$ cat config.mk
export PLATFORM = sky130hd
export DESIGN_NAME = mode_bank_regfile
export DESIGN_NICKNAME = d
export VERILOG_FILES = /design/src/rtl/mbrf_pkg.sv /design/src/rtl/mbrf_mode_decode.sv /design/src/rtl/mbrf_bank.sv /design/src/rtl/mbrf_status.sv /design/src/rtl/mode_bank_regfile.sv
export SDC_FILE = /design/constraint.sdc
export NUM_CORES = 1
export LEC_CHECK = 0
export ABC_AREA = 1
export BUFFER_PORTS_ARGS = -buffer_cell sky130_fd_sc_hd__buf_2
export CORE_MARGIN = 2
export CORE_UTILIZATION = 55
export DETAILED_ROUTE_END_ITERATION = 8
export PLACE_DENSITY_LB_ADDON = 0.12
export RECOVER_POWER = 25
export SYNTH_ARGS = -nofsm -noshare
export SYNTH_HDL_FRONTEND = slang
export SYNTH_HIERARCHICAL = 1
export SYNTH_SLANG_ARGS = --single-unit
$ cat constraint.sdc
create_clock -name clk -period 3.3 [get_ports clk]
set_clock_uncertainty 0.15 [all_clocks]
set_input_delay 0.66 -clock clk [delete_from_list [all_inputs] [get_ports clk]]
set_output_delay 0.66 -clock clk [all_outputs]
set_load 0.01 [all_outputs]
$ cat src/rtl/mbrf_pkg.sv
package mbrf_pkg;
   localparam int MODE_W = 5;

   localparam logic [MODE_W-1:0] MODE_USR = 5'b10000;
   localparam logic [MODE_W-1:0] MODE_IRQ = 5'b10010;
   localparam logic [MODE_W-1:0] MODE_SVC = 5'b10011;
   localparam logic [MODE_W-1:0] MODE_ABT = 5'b10111;
   localparam logic [MODE_W-1:0] MODE_UND = 5'b11011;
   localparam logic [MODE_W-1:0] MODE_SYS = 5'b11111;

   localparam int NUM_BANKS = 5;
   localparam int BANK_W    = $clog2(NUM_BANKS);

   // bank 0 is shared by user and system and has no saved-status copy
   typedef enum logic [BANK_W-1:0] {
      BANK_USR = 3'd0,
      BANK_IRQ = 3'd1,
      BANK_SVC = 3'd2,
      BANK_ABT = 3'd3,
      BANK_UND = 3'd4
   } bank_e;

   typedef enum logic [2:0] {
      EV_NONE,
      EV_IRQ,
      EV_ERET,
      EV_CALL,
      EV_STAT,
      EV_PORT
   } event_e;
endpackage

$ cat src/rtl/mbrf_mode_decode.sv
module mbrf_mode_decode
   import mbrf_pkg::*;
(
   input  logic [MODE_W-1:0] mode,
   output bank_e             bank,
   output logic              has_saved
);
   always_comb begin
      bank      = BANK_USR;
      has_saved = 1'b0;
      case (mode)
         MODE_IRQ: begin bank = BANK_IRQ; has_saved = 1'b1; end
         MODE_SVC: begin bank = BANK_SVC; has_saved = 1'b1; end
         MODE_ABT: begin bank = BANK_ABT; has_saved = 1'b1; end
         MODE_UND: begin bank = BANK_UND; has_saved = 1'b1; end
         default:  begin bank = BANK_USR; has_saved = 1'b0; end
      endcase
   end
endmodule

$ cat src/rtl/mbrf_bank.sv
module mbrf_bank #(
   parameter int WIDTH        = 32,
   parameter int NUM          = 5,
   parameter bit BANK0_STORED = 1'b1,
   localparam int IDX_W       = (NUM > 1) ? $clog2(NUM) : 1
) (
   input  logic             clk,
   input  logic             rst_n,
   input  logic             we,
   input  logic [IDX_W-1:0] widx,
   input  logic [WIDTH-1:0] wdata,
   input  logic [IDX_W-1:0] ridx,
   output logic [WIDTH-1:0] rdata
);
   logic [WIDTH-1:0] vals [NUM];

   if (NUM < 2) begin : g_bad_num
      $error("mbrf_bank: NUM must be at least 2");
   end

   for (genvar b = 0; b < NUM; b++) begin : g_entry
      if (b == 0 && !BANK0_STORED) begin : g_absent
         assign vals[b] = '0;
      end else begin : g_reg
         logic [WIDTH-1:0] q;
         always_ff @(posedge clk or negedge rst_n) begin
            if (!rst_n)
               q <= '0;
            else if (we && widx == IDX_W'(b))
               q <= wdata;
         end
         assign vals[b] = q;
      end
   end

   assign rdata = (32'(ridx) < NUM) ? vals[ridx] : '0;

   // a write to a stored entry is visible on the read side at the next edge
   a_r6_bank_write: assert property (@(posedge clk) disable iff (!rst_n)
      (we && 32'(widx) < NUM && (widx != '0 || BANK0_STORED) && ridx == widx)
      |=> rdata == $past(wdata));
endmodule

$ cat src/rtl/mbrf_status.sv
module mbrf_status
   import mbrf_pkg::*;
#(
   parameter int              DATA_W      = 32,
   parameter int              IRQ_BIT     = 7,
   parameter logic [DATA_W-1:0] VECTOR_ADDR = 'h18
) (
   input  logic              clk,
   input  logic              rst_n,
   input  event_e            ev,
   input  logic              cur_has_saved,
   input  logic [DATA_W-1:0] saved_cur,
   input  logic [DATA_W-1:0] stat_wdata,
   input  logic [DATA_W-1:0] eret_pc,
   input  logic              eret_restore,
   output logic [DATA_W-1:0] status,
   output logic              pc_load_valid,
   output logic [DATA_W-1:0] pc_load,
   output logic              eret_err
);
   localparam logic [DATA_W-1:0] RESET_WORD =
      DATA_W'(MODE_SVC) | (DATA_W'(1) << IRQ_BIT);

   logic [DATA_W-1:0] st_q, st_n, pc_q, pc_n;
   logic              pcv_q, pcv_n, err_q, err_n;

   always_comb begin
      st_n  = st_q;
      pc_n  = pc_q;
      pcv_n = 1'b0;
      err_n = 1'b0;
      case (ev)
         EV_IRQ: begin
            st_n[MODE_W-1:0] = MODE_IRQ;
            st_n[IRQ_BIT]    = 1'b1;
            pcv_n            = 1'b1;
            pc_n             = VECTOR_ADDR;
         end
         EV_ERET: begin
            pcv_n = 1'b1;
            pc_n  = eret_pc;
            if (eret_restore) begin
               if (cur_has_saved) st_n  = saved_cur;
               else               err_n = 1'b1;
            end
         end
         EV_STAT: st_n = stat_wdata;
         default: ;
      endcase
   end

   always_ff @(posedge clk or negedge rst_n) begin
      if (!rst_n) begin
         st_q  <= RESET_WORD;
         pc_q  <= '0;
         pcv_q <= 1'b0;
         err_q <= 1'b0;
      end else begin
         st_q  <= st_n;
         pc_q  <= pc_n;
         pcv_q <= pcv_n;
         err_q <= err_n;
      end
   end

   assign status        = st_q;
   assign pc_load       = pc_q;
   assign pc_load_valid = pcv_q;
   assign eret_err      = err_q;

   a_r3_irq_mode: assert property (@(posedge clk) disable iff (!rst_n)
      ev == EV_IRQ |=> status[MODE_W-1:0] == MODE_IRQ && status[IRQ_BIT]);
   a_r5_irq_vector: assert property (@(posedge clk) disable iff (!rst_n)
      ev == EV_IRQ |=> pc_load_valid && pc_load == VECTOR_ADDR);
   a_r7_stat_no_jump: assert property (@(posedge clk) disable iff (!rst_n)
      ev == EV_STAT |=> !pc_load_valid);
   a_r9_plain_return: assert property (@(posedge clk) disable iff (!rst_n)
      (ev == EV_ERET && !eret_restore) |=> $stable(status) && pc_load_valid);
   a_r10_no_saved: assert property (@(posedge clk) disable iff (!rst_n)
      (ev == EV_ERET && eret_restore && !cur_has_saved)
      |=> eret_err && $stable(status) && pc_load_valid);
   a_r10_err_cause: assert property (@(posedge clk) disable iff (!rst_n)
      eret_err |-> $past(ev == EV_ERET && eret_restore));
endmodule

$ cat src/rtl/mode_bank_regfile.sv
module mode_bank_regfile
   import mbrf_pkg::*;
#(
   parameter int                DATA_W      = 32,
   parameter int                IRQ_BIT     = 7,
   parameter logic [DATA_W-1:0] VECTOR_ADDR = 'h18
) (
   input  logic              clk,
   input  logic              rst_n,
   input  logic              reg_sel,
   input  logic              reg_we,
   input  logic [DATA_W-1:0] reg_wdata,
   output logic [DATA_W-1:0] reg_rdata,
   input  logic              irq_take,
   input  logic [DATA_W-1:0] irq_ret_addr,
   input  logic              call_take,
   input  logic [DATA_W-1:0] call_ret_addr,
   input  logic              eret_take,
   input  logic [DATA_W-1:0] eret_pc,
   input  logic              eret_restore,
   input  logic              stat_we,
   input  logic [DATA_W-1:0] stat_wdata,
   output logic [MODE_W-1:0] cur_mode,
   output logic [DATA_W-1:0] status,
   output logic              pc_load_valid,
   output logic [DATA_W-1:0] pc_load,
   output logic              eret_err
);
   if (DATA_W < 8) begin : g_bad_width
      $error("mode_bank_regfile: DATA_W must be at least 8");
   end
   if (IRQ_BIT < MODE_W || IRQ_BIT >= DATA_W) begin : g_bad_irq_bit
      $error("mode_bank_regfile: IRQ_BIT must lie above the mode field");
   end

   bank_e             cur_bank;
   logic              cur_has_saved;
   event_e            ev;
   logic [DATA_W-1:0] link_rd, saved_rd;
   logic              link_we, saved_we;
   logic [BANK_W-1:0] link_idx, saved_idx;
   logic [DATA_W-1:0] link_wd, saved_wd;

   assign cur_mode = status[MODE_W-1:0];

   mbrf_mode_decode u_decode (
      .mode      (cur_mode),
      .bank      (cur_bank),
      .has_saved (cur_has_saved)
   );

   // single event per cycle, fixed priority
   always_comb begin
      if      (irq_take)  ev = EV_IRQ;
      else if (eret_take) ev = EV_ERET;
      else if (call_take) ev = EV_CALL;
      else if (stat_we)   ev = EV_STAT;
      else if (reg_we)    ev = EV_PORT;
      else                ev = EV_NONE;
   end

   always_comb begin
      link_we  = (ev == EV_IRQ) || (ev == EV_CALL) || (ev == EV_PORT && !reg_sel);
      link_idx = (ev == EV_IRQ) ? BANK_IRQ : cur_bank;
      case (ev)
         EV_IRQ:  link_wd = irq_ret_addr;
         EV_CALL: link_wd = call_ret_addr;
         default: link_wd = reg_wdata;
      endcase
      saved_we  = (ev == EV_IRQ) || (ev == EV_PORT && reg_sel && cur_has_saved);
      saved_idx = (ev == EV_IRQ) ? BANK_IRQ : cur_bank;
      saved_wd  = (ev == EV_IRQ) ? status : reg_wdata;
   end

   mbrf_bank #(.WIDTH(DATA_W), .NUM(NUM_BANKS), .BANK0_STORED(1'b1)) u_link (
      .clk   (clk),
      .rst_n (rst_n),
      .we    (link_we),
      .widx  (link_idx),
      .wdata (link_wd),
      .ridx  (cur_bank),
      .rdata (link_rd)
   );

   mbrf_bank #(.WIDTH(DATA_W), .NUM(NUM_BANKS), .BANK0_STORED(1'b0)) u_saved (
      .clk   (clk),
      .rst_n (rst_n),
      .we    (saved_we),
      .widx  (saved_idx),
      .wdata (saved_wd),
      .ridx  (cur_bank),
      .rdata (saved_rd)
   );

   mbrf_status #(.DATA_W(DATA_W), .IRQ_BIT(IRQ_BIT), .VECTOR_ADDR(VECTOR_ADDR)) u_status (
      .clk           (clk),
      .rst_n         (rst_n),
      .ev            (ev),
      .cur_has_saved (cur_has_saved),
      .saved_cur     (saved_rd),
      .stat_wdata    (stat_wdata),
      .eret_pc       (eret_pc),
      .eret_restore  (eret_restore),
      .status        (status),
      .pc_load_valid (pc_load_valid),
      .pc_load       (pc_load),
      .eret_err      (eret_err)
   );

   assign reg_rdata = reg_sel ? (cur_has_saved ? saved_rd : '0) : link_rd;

   a_r8_atomic_restore: assert property (@(posedge clk) disable iff (!rst_n)
      (eret_take && eret_restore && cur_has_saved && !irq_take)
      |=> status == $past(saved_rd) && pc_load_valid && pc_load == $past(eret_pc));
   a_r11_no_saved_reads_zero: assert property (@(posedge clk) disable iff (!rst_n)
      (reg_sel && (cur_mode == MODE_USR || cur_mode == MODE_SYS)) |-> reg_rdata == '0);
   a_r4_irq_link: assert property (@(posedge clk) disable iff (!rst_n)
      irq_take |=> (reg_sel || reg_rdata == $past(irq_ret_addr)));
endmodule

# Yosys cells after proc, flatten, opt, wreduce, memory -nomap -nowiden
# Index checks and enable logic that the tools add are counted.
# totals
output_inout_bits	103
elab_cells	87
latchBits	0
mem_bits_rw	0
ff_bits	354
input_bits	169
mem_bits_ro	0
memories	0
# classes
addsub	0
reduce_logical	24
bitwise	1
n_eq_ne	15
mux	31
n_lt_le_gt_ge	2
multipliers	0
n_div	0
shifts	0
# ops
op	count
$mux W32	11
$bmux W32 S3	2
$pmux W32 S2	2
$pmux W24 S2	1
$eq A5 B5 Y1 const B	4
$mux W3	6
$pmux W5 S3	1
$eq A3 B2 Y1 const B	4
$logic_and A1 B1 Y1	12
$pmux W3 S4	1
$eq A3 B3 Y1 const B	3
$eq A3 B1 Y1 const B	2
$reduce_and A3 Y1	2
$mux W1	5
$ge A4 B4 Y1 const B	1
$ne A2 B2 Y1 const B	2
$not A3 Y4	1
$pmux W2 S2	1
$reduce_bool A2 Y1	2
$reduce_or A4 Y1	1
$logic_not A3 Y1	1
$logic_or A1 B1 Y1	3
$lt A3 B3 Y1 const B	1
$pmux W1 S3	1
other kinds (3)	3

# Logic depth before layout (Yosys ltp)
# depth
depth_word	10
ltp_mapped	15
ltp_nobuf	13

# Modules after synthesis
# The synthesis kept the hierarchy.
# modules_own_cells
mod	n_inst	cells_per_inst	area_each_um2	seq_area_each_um2
mbrf_bank at u_link	1	1028	7953.9	4003.8
mbrf_bank at u_saved	1	799	6463.7	3203.1
mbrf_status	1	394	3170.5	1656.6
mode_bank_regfile	1	310	1727.9	0.0
mbrf_mode_decode	1	13	61.3	0.0

# Worst setup path after synthesis
# OpenSTA, ideal clock, no wires.
# synth_path
kind	reg-to-output
start	reg u_status.st_q[0], in the netlist u_status/status[0]
end	out reg_rdata[10]
n_path_buf	2
slack_ns	0.614
path_stages_with_launch	8
arrival_ns	1.876
path_cell_list	dfstp_2 > inv_1 > nor3_1 > buf_4 > clkbuf_1 > nand3_1 > a21oi_1 > a22o_1
# synth_via
elab_chain_cells	9
word_cells_on_any_way	19
# synth_lines
item	line	rtl
start, declared	mbrf_status.sv:24	logic [DATA_W-1:0] st_q, st_n, pc_q, pc_n;
start signal, assigned	mbrf_status.sv:59	st_q <= st_n;
$eq A5 B5 Y1	mbrf_mode_decode.sv:11	case (mode)
$pmux W3 S4 *	mbrf_mode_decode.sv:11	
via cur_bank[1]	mode_bank_regfile.sv:36	bank_e cur_bank;
$not A3 Y4 (implied by the code)	mbrf_bank.sv:36	assign rdata = (32'(ridx) < NUM) ? vals[ridx] : '0;
$bmux W32 S3	mbrf_bank.sv:36	
$mux W32 (implied by the code) (2 in series)	mbrf_bank.sv:36	
$mux W32 *	mbrf_bank.sv:36	
via saved_rd[10]	mode_bank_regfile.sv:39	logic [DATA_W-1:0] link_rd, saved_rd;
$mux W32 * (2 in series)	mode_bank_regfile.sv:110	assign reg_rdata = reg_sel ? (cur_has_saved ? saved_rd : '0) : link_rd;
end, declared	mode_bank_regfile.sv:13	output logic [DATA_W-1:0] reg_rdata,
# The timed path passes the listed nets; every way through them passes the cells marked *. The select of a mux whose other input is x is not followed.

# Worst setup path after layout
# layout_path
start	reg u_status.st_q[1], in the netlist u_status/status[1]
end	out reg_rdata[31]
# Same word-level chain as after synthesis.

==> results.json <==
{
  "setup_violations": 32,
  "fillCellCount": 2804,
  "violations": "max-capacitance violations, max-slew violations, negative setup slack",
  "stdcell_area_um2": 24400,
  "grt_usage_pct": 36.2,
  "grt_pass1_vias": 17401,
  "drc": 0,
  "synthFlopType": "dfrtp_1",
  "avgRoutedWirePerCell_um": 20.4,
  "synth_cell_types": 38,
  "path_class": "flip-flop to output pin",
  "cp-end-kind": "output pin",
  "status": "finished with violations",
  "dr.max_layer_used": "met5",
  "syn-num-nets": 2713,
  "clock_latency_ps": 560,
  "wl_met3_mm": 6.65,
  "rows": 68,
  "fmax_ghz": 0.275,
  "synth_seq_area_share_pct": 45.7,
  "htreeDepth": 2,
  "detail-route-antenna-nets": 0,
  "synth_cells": 2544,
  "drive_gt1_share_pct": 27.5,
  "power_mw": 14.1,
  "layout.nets": 3030,
  "core_area_um2": 34600,
  "avgSynthCellArea_um2": 7.62,
  "cts_num_sinks": 354,
  "hpwl_mm": 41.7,
  "die_x_um": 192,
  "io-pin-count": 272,
  "numCtsBuffers": 40,
  "tightest_slew_ps": 1730,
  "grt_max_degree": 136,
  "grt_overflow_total": 0,
  "drv_slew": 29,
  "met2_wirelength_mm": 31.4,
  "syn_to_final_growth_pct": 25.8,
  "ir_drop_v": 0.000434,
  "worstPathRequired_ps": 2490,
  "hp-class": "input port to flip-flop",
  "start_util_pct": 56.0,
  "n_antenna_cell": 0,
  "synth-seq-cells": 354,
  "drt-vias-per-instance": 5.54,
  "dpl_cell_area_um2": 21000,
  "clkTransAtPathRegs_ps": 60,
  "io_buffers": 271,
  "fin_setup_tns_ps": -8130,
  "place.gp.congestion": 0.939,
  "antenna_found_initial": 1,
  "hold_viol_final": 0,
  "wl_mm": 68.2,
  "rsz0062_at_grt": "yes",
  "min_period_ps": 3630,
  "dr.pass1.iters": 6,
  "cts_root_buf": "clkbuf_16",
  "drt-met1-wl_mm": 27.7,
  "max-slew-margin-rel_pct": -15.0,
  "vias": 18522,
  "critPathMaxFanout": 8,
  "fp.dieH_um": 192,
  "cts_tree": "yes",
  "pre_cts_ws_ps": -150,
  "fin_ws_ps": -333,
  "startpoint_type": "flip-flop",
  "cts_buffer_depth": 3,
  "drt_first_iter_violations": 2008,
  "die-area_um2": 36700,
  "p_leak_nw": 12.7,
  "power.density_nw_per_um2": 579,
  "synthArstFlopShare_pct": 100,
  "finalCritPeriodShare_pct": 110,
  "ys_warn_count": 6,
  "cp.arrival_ps": 2820,
  "synth_largest_area_cell": "dfrtp_1",
  "syn_area_um2": 19400,
  "cap_viol_max_count": 1,
  "ys_top_cells_by_area": "dfrtp_1 (45%), nand2_1 (19%), inv_1 (6.6%)",
  "grt_first_pass_wirelength_mm": 101,
  "synth_top_area_share_pct": 45.2,
  "synth_edf_count": 0
}
-- cells in the final DEF (no fill, tap or decap), types with 27 or more instances in the layout --
cell type | netlist | layout
nand3_1 | 160 | 141
a21oi_2 | 1 | 27
o21ai_0 | 115 | 115
a22o_1 | 32 | 32
o211ai_2 | 30 | 30
o21ai_1 | 109 | 109
dfrtp_1 | 350 | 350
buf_2 | 50 | 266
buf_4 | 15 | 94
nand2_1 | 966 | 924
nand2_2 | 1 | 34
o21ai_2 | 97 | 97
inv_1 | 340 | 336
nor2_1 | 71 | 53
buf_12 | 0 | 27
clkbuf_16 | 0 | 49
-- critical path, cell delays in order (launching register included) --
cell	delay, ps
dfstp_2	540
buf_6	100
nand2_4	60
nor2_4	110
nand3_4	120
inv_8	100
buf_12	190
inv_12	70
buf_12	140
nand2_1	70
nand3_2	100
a21oi_4	250
a22o_1	240
buf_2	160
-- cell usage after synthesis (all sizes together), types with 2 or more instances --
cell and n:
a21oi 67, a22o 32, buf 123, clkbuf 36, dfrtp 350, dfstp 4
inv 347, nand2 971, nand3 168, nand3b 2, nand4 4, nor2 80
nor3 2, o211ai 32, o21ai 321, o22a 2, or2 2
-- cell families after synthesis --
| group | count (synthesis) | share of synthesized area, % |
|---|---|---|
| AOI/OAI and AO/OA | 454 | 15.5 |
| buffers and inverters | 506 | 12.5 |
| DFF | 354 | 45.7 |
| and+or+nand+nor | 1230 | 26.2 |
-- layer usage --
metal,vias up,GRT usage [%]
li1,8589,-
met1,8894,50.3
met2,891,54.5
met3,146,9.01
met4,2,14.2
met5,-,0
-- worst paths after layout --
check | cells past startpoint | startpoint | to | slack [ps]
worst max-delay path | 13 | u_status/status[1] | reg_rdata[31] | -330
worst min-delay path | 2 | eret_pc[4] | u_status/pc_load[4] | 180
worst max register to register | 13 | u_status/status[0] | u_link/g_entry[4].g_reg.q[6] | 220
worst min register to register | 2 | u_saved/g_entry[2].g_reg.q[4] | u_saved/g_entry[2].g_reg.q[4] | 330
max in group asynchronous | 3 | rst_n | u_status/pc_load[13] | 390
min in group asynchronous | 2 | rst_n | u_link/g_entry[2].g_reg.q[30] | 950
-- layout make-up --
cell class / instances / area (um^2) / share of cell area, %
clock buffers: 61 / 1220 / 5.01
clock inverters: 9 / 124 / 0.508
inverters: 347 / 1340 / 5.48
multi-input cells: 1685 / 8810 / 36.2
flip-flops and latches: 354 / 8860 / 36.4
well taps: 455 / 569 / 2.34
repair buffers: 433 / 3450 / 14.1
-- report_power, final --
part	total, mW	internal (mW)	leakage, nW	switching (mW)
Clock	4.62	2.78	0.667	1.85
Combinational	4.30	1.71	7.31	2.59
Sequential	5.19	4.86	4.75	0.327
Total	14.1	9.35	12.7	4.76
-- metrics by stage --
| stage | instances | util, % | hold slack (ps) |
|---|---|---|---|
| floorplan | 2544 | - | 214 |
| global placement | 3194 | 60.7 | 312 |
| detailed placement | 3194 | 60.7 | 317 |
| CTS | 3319 | 68.8 | 162 |
| global route | 3344 | 70.4 | 193 |
| finish | 3344 | 70.4 | 184 |
-- repair_timing --
action / in CTS / in global routing
hold endpoints to repair: 25 / 0
resized for setup: 171 / 78
buffers inserted: 40 / 17
hold buffers: 1 / 0
pin swaps: 49 / 55
gates cloned: 14 / 9
endpoints found under the setup margin: 32 / 32
-- registers in the layout, summed over array words and instances, names as in the netlist --
register and cells:
u_link/g_entry.g_reg.q 160, u_saved/g_entry.g_reg.q 128, u_status/eret_err 1, u_status/pc_load 32, u_status/pc_load_valid 1, u_status/status 32
Power figures use the tool's default switching activity.
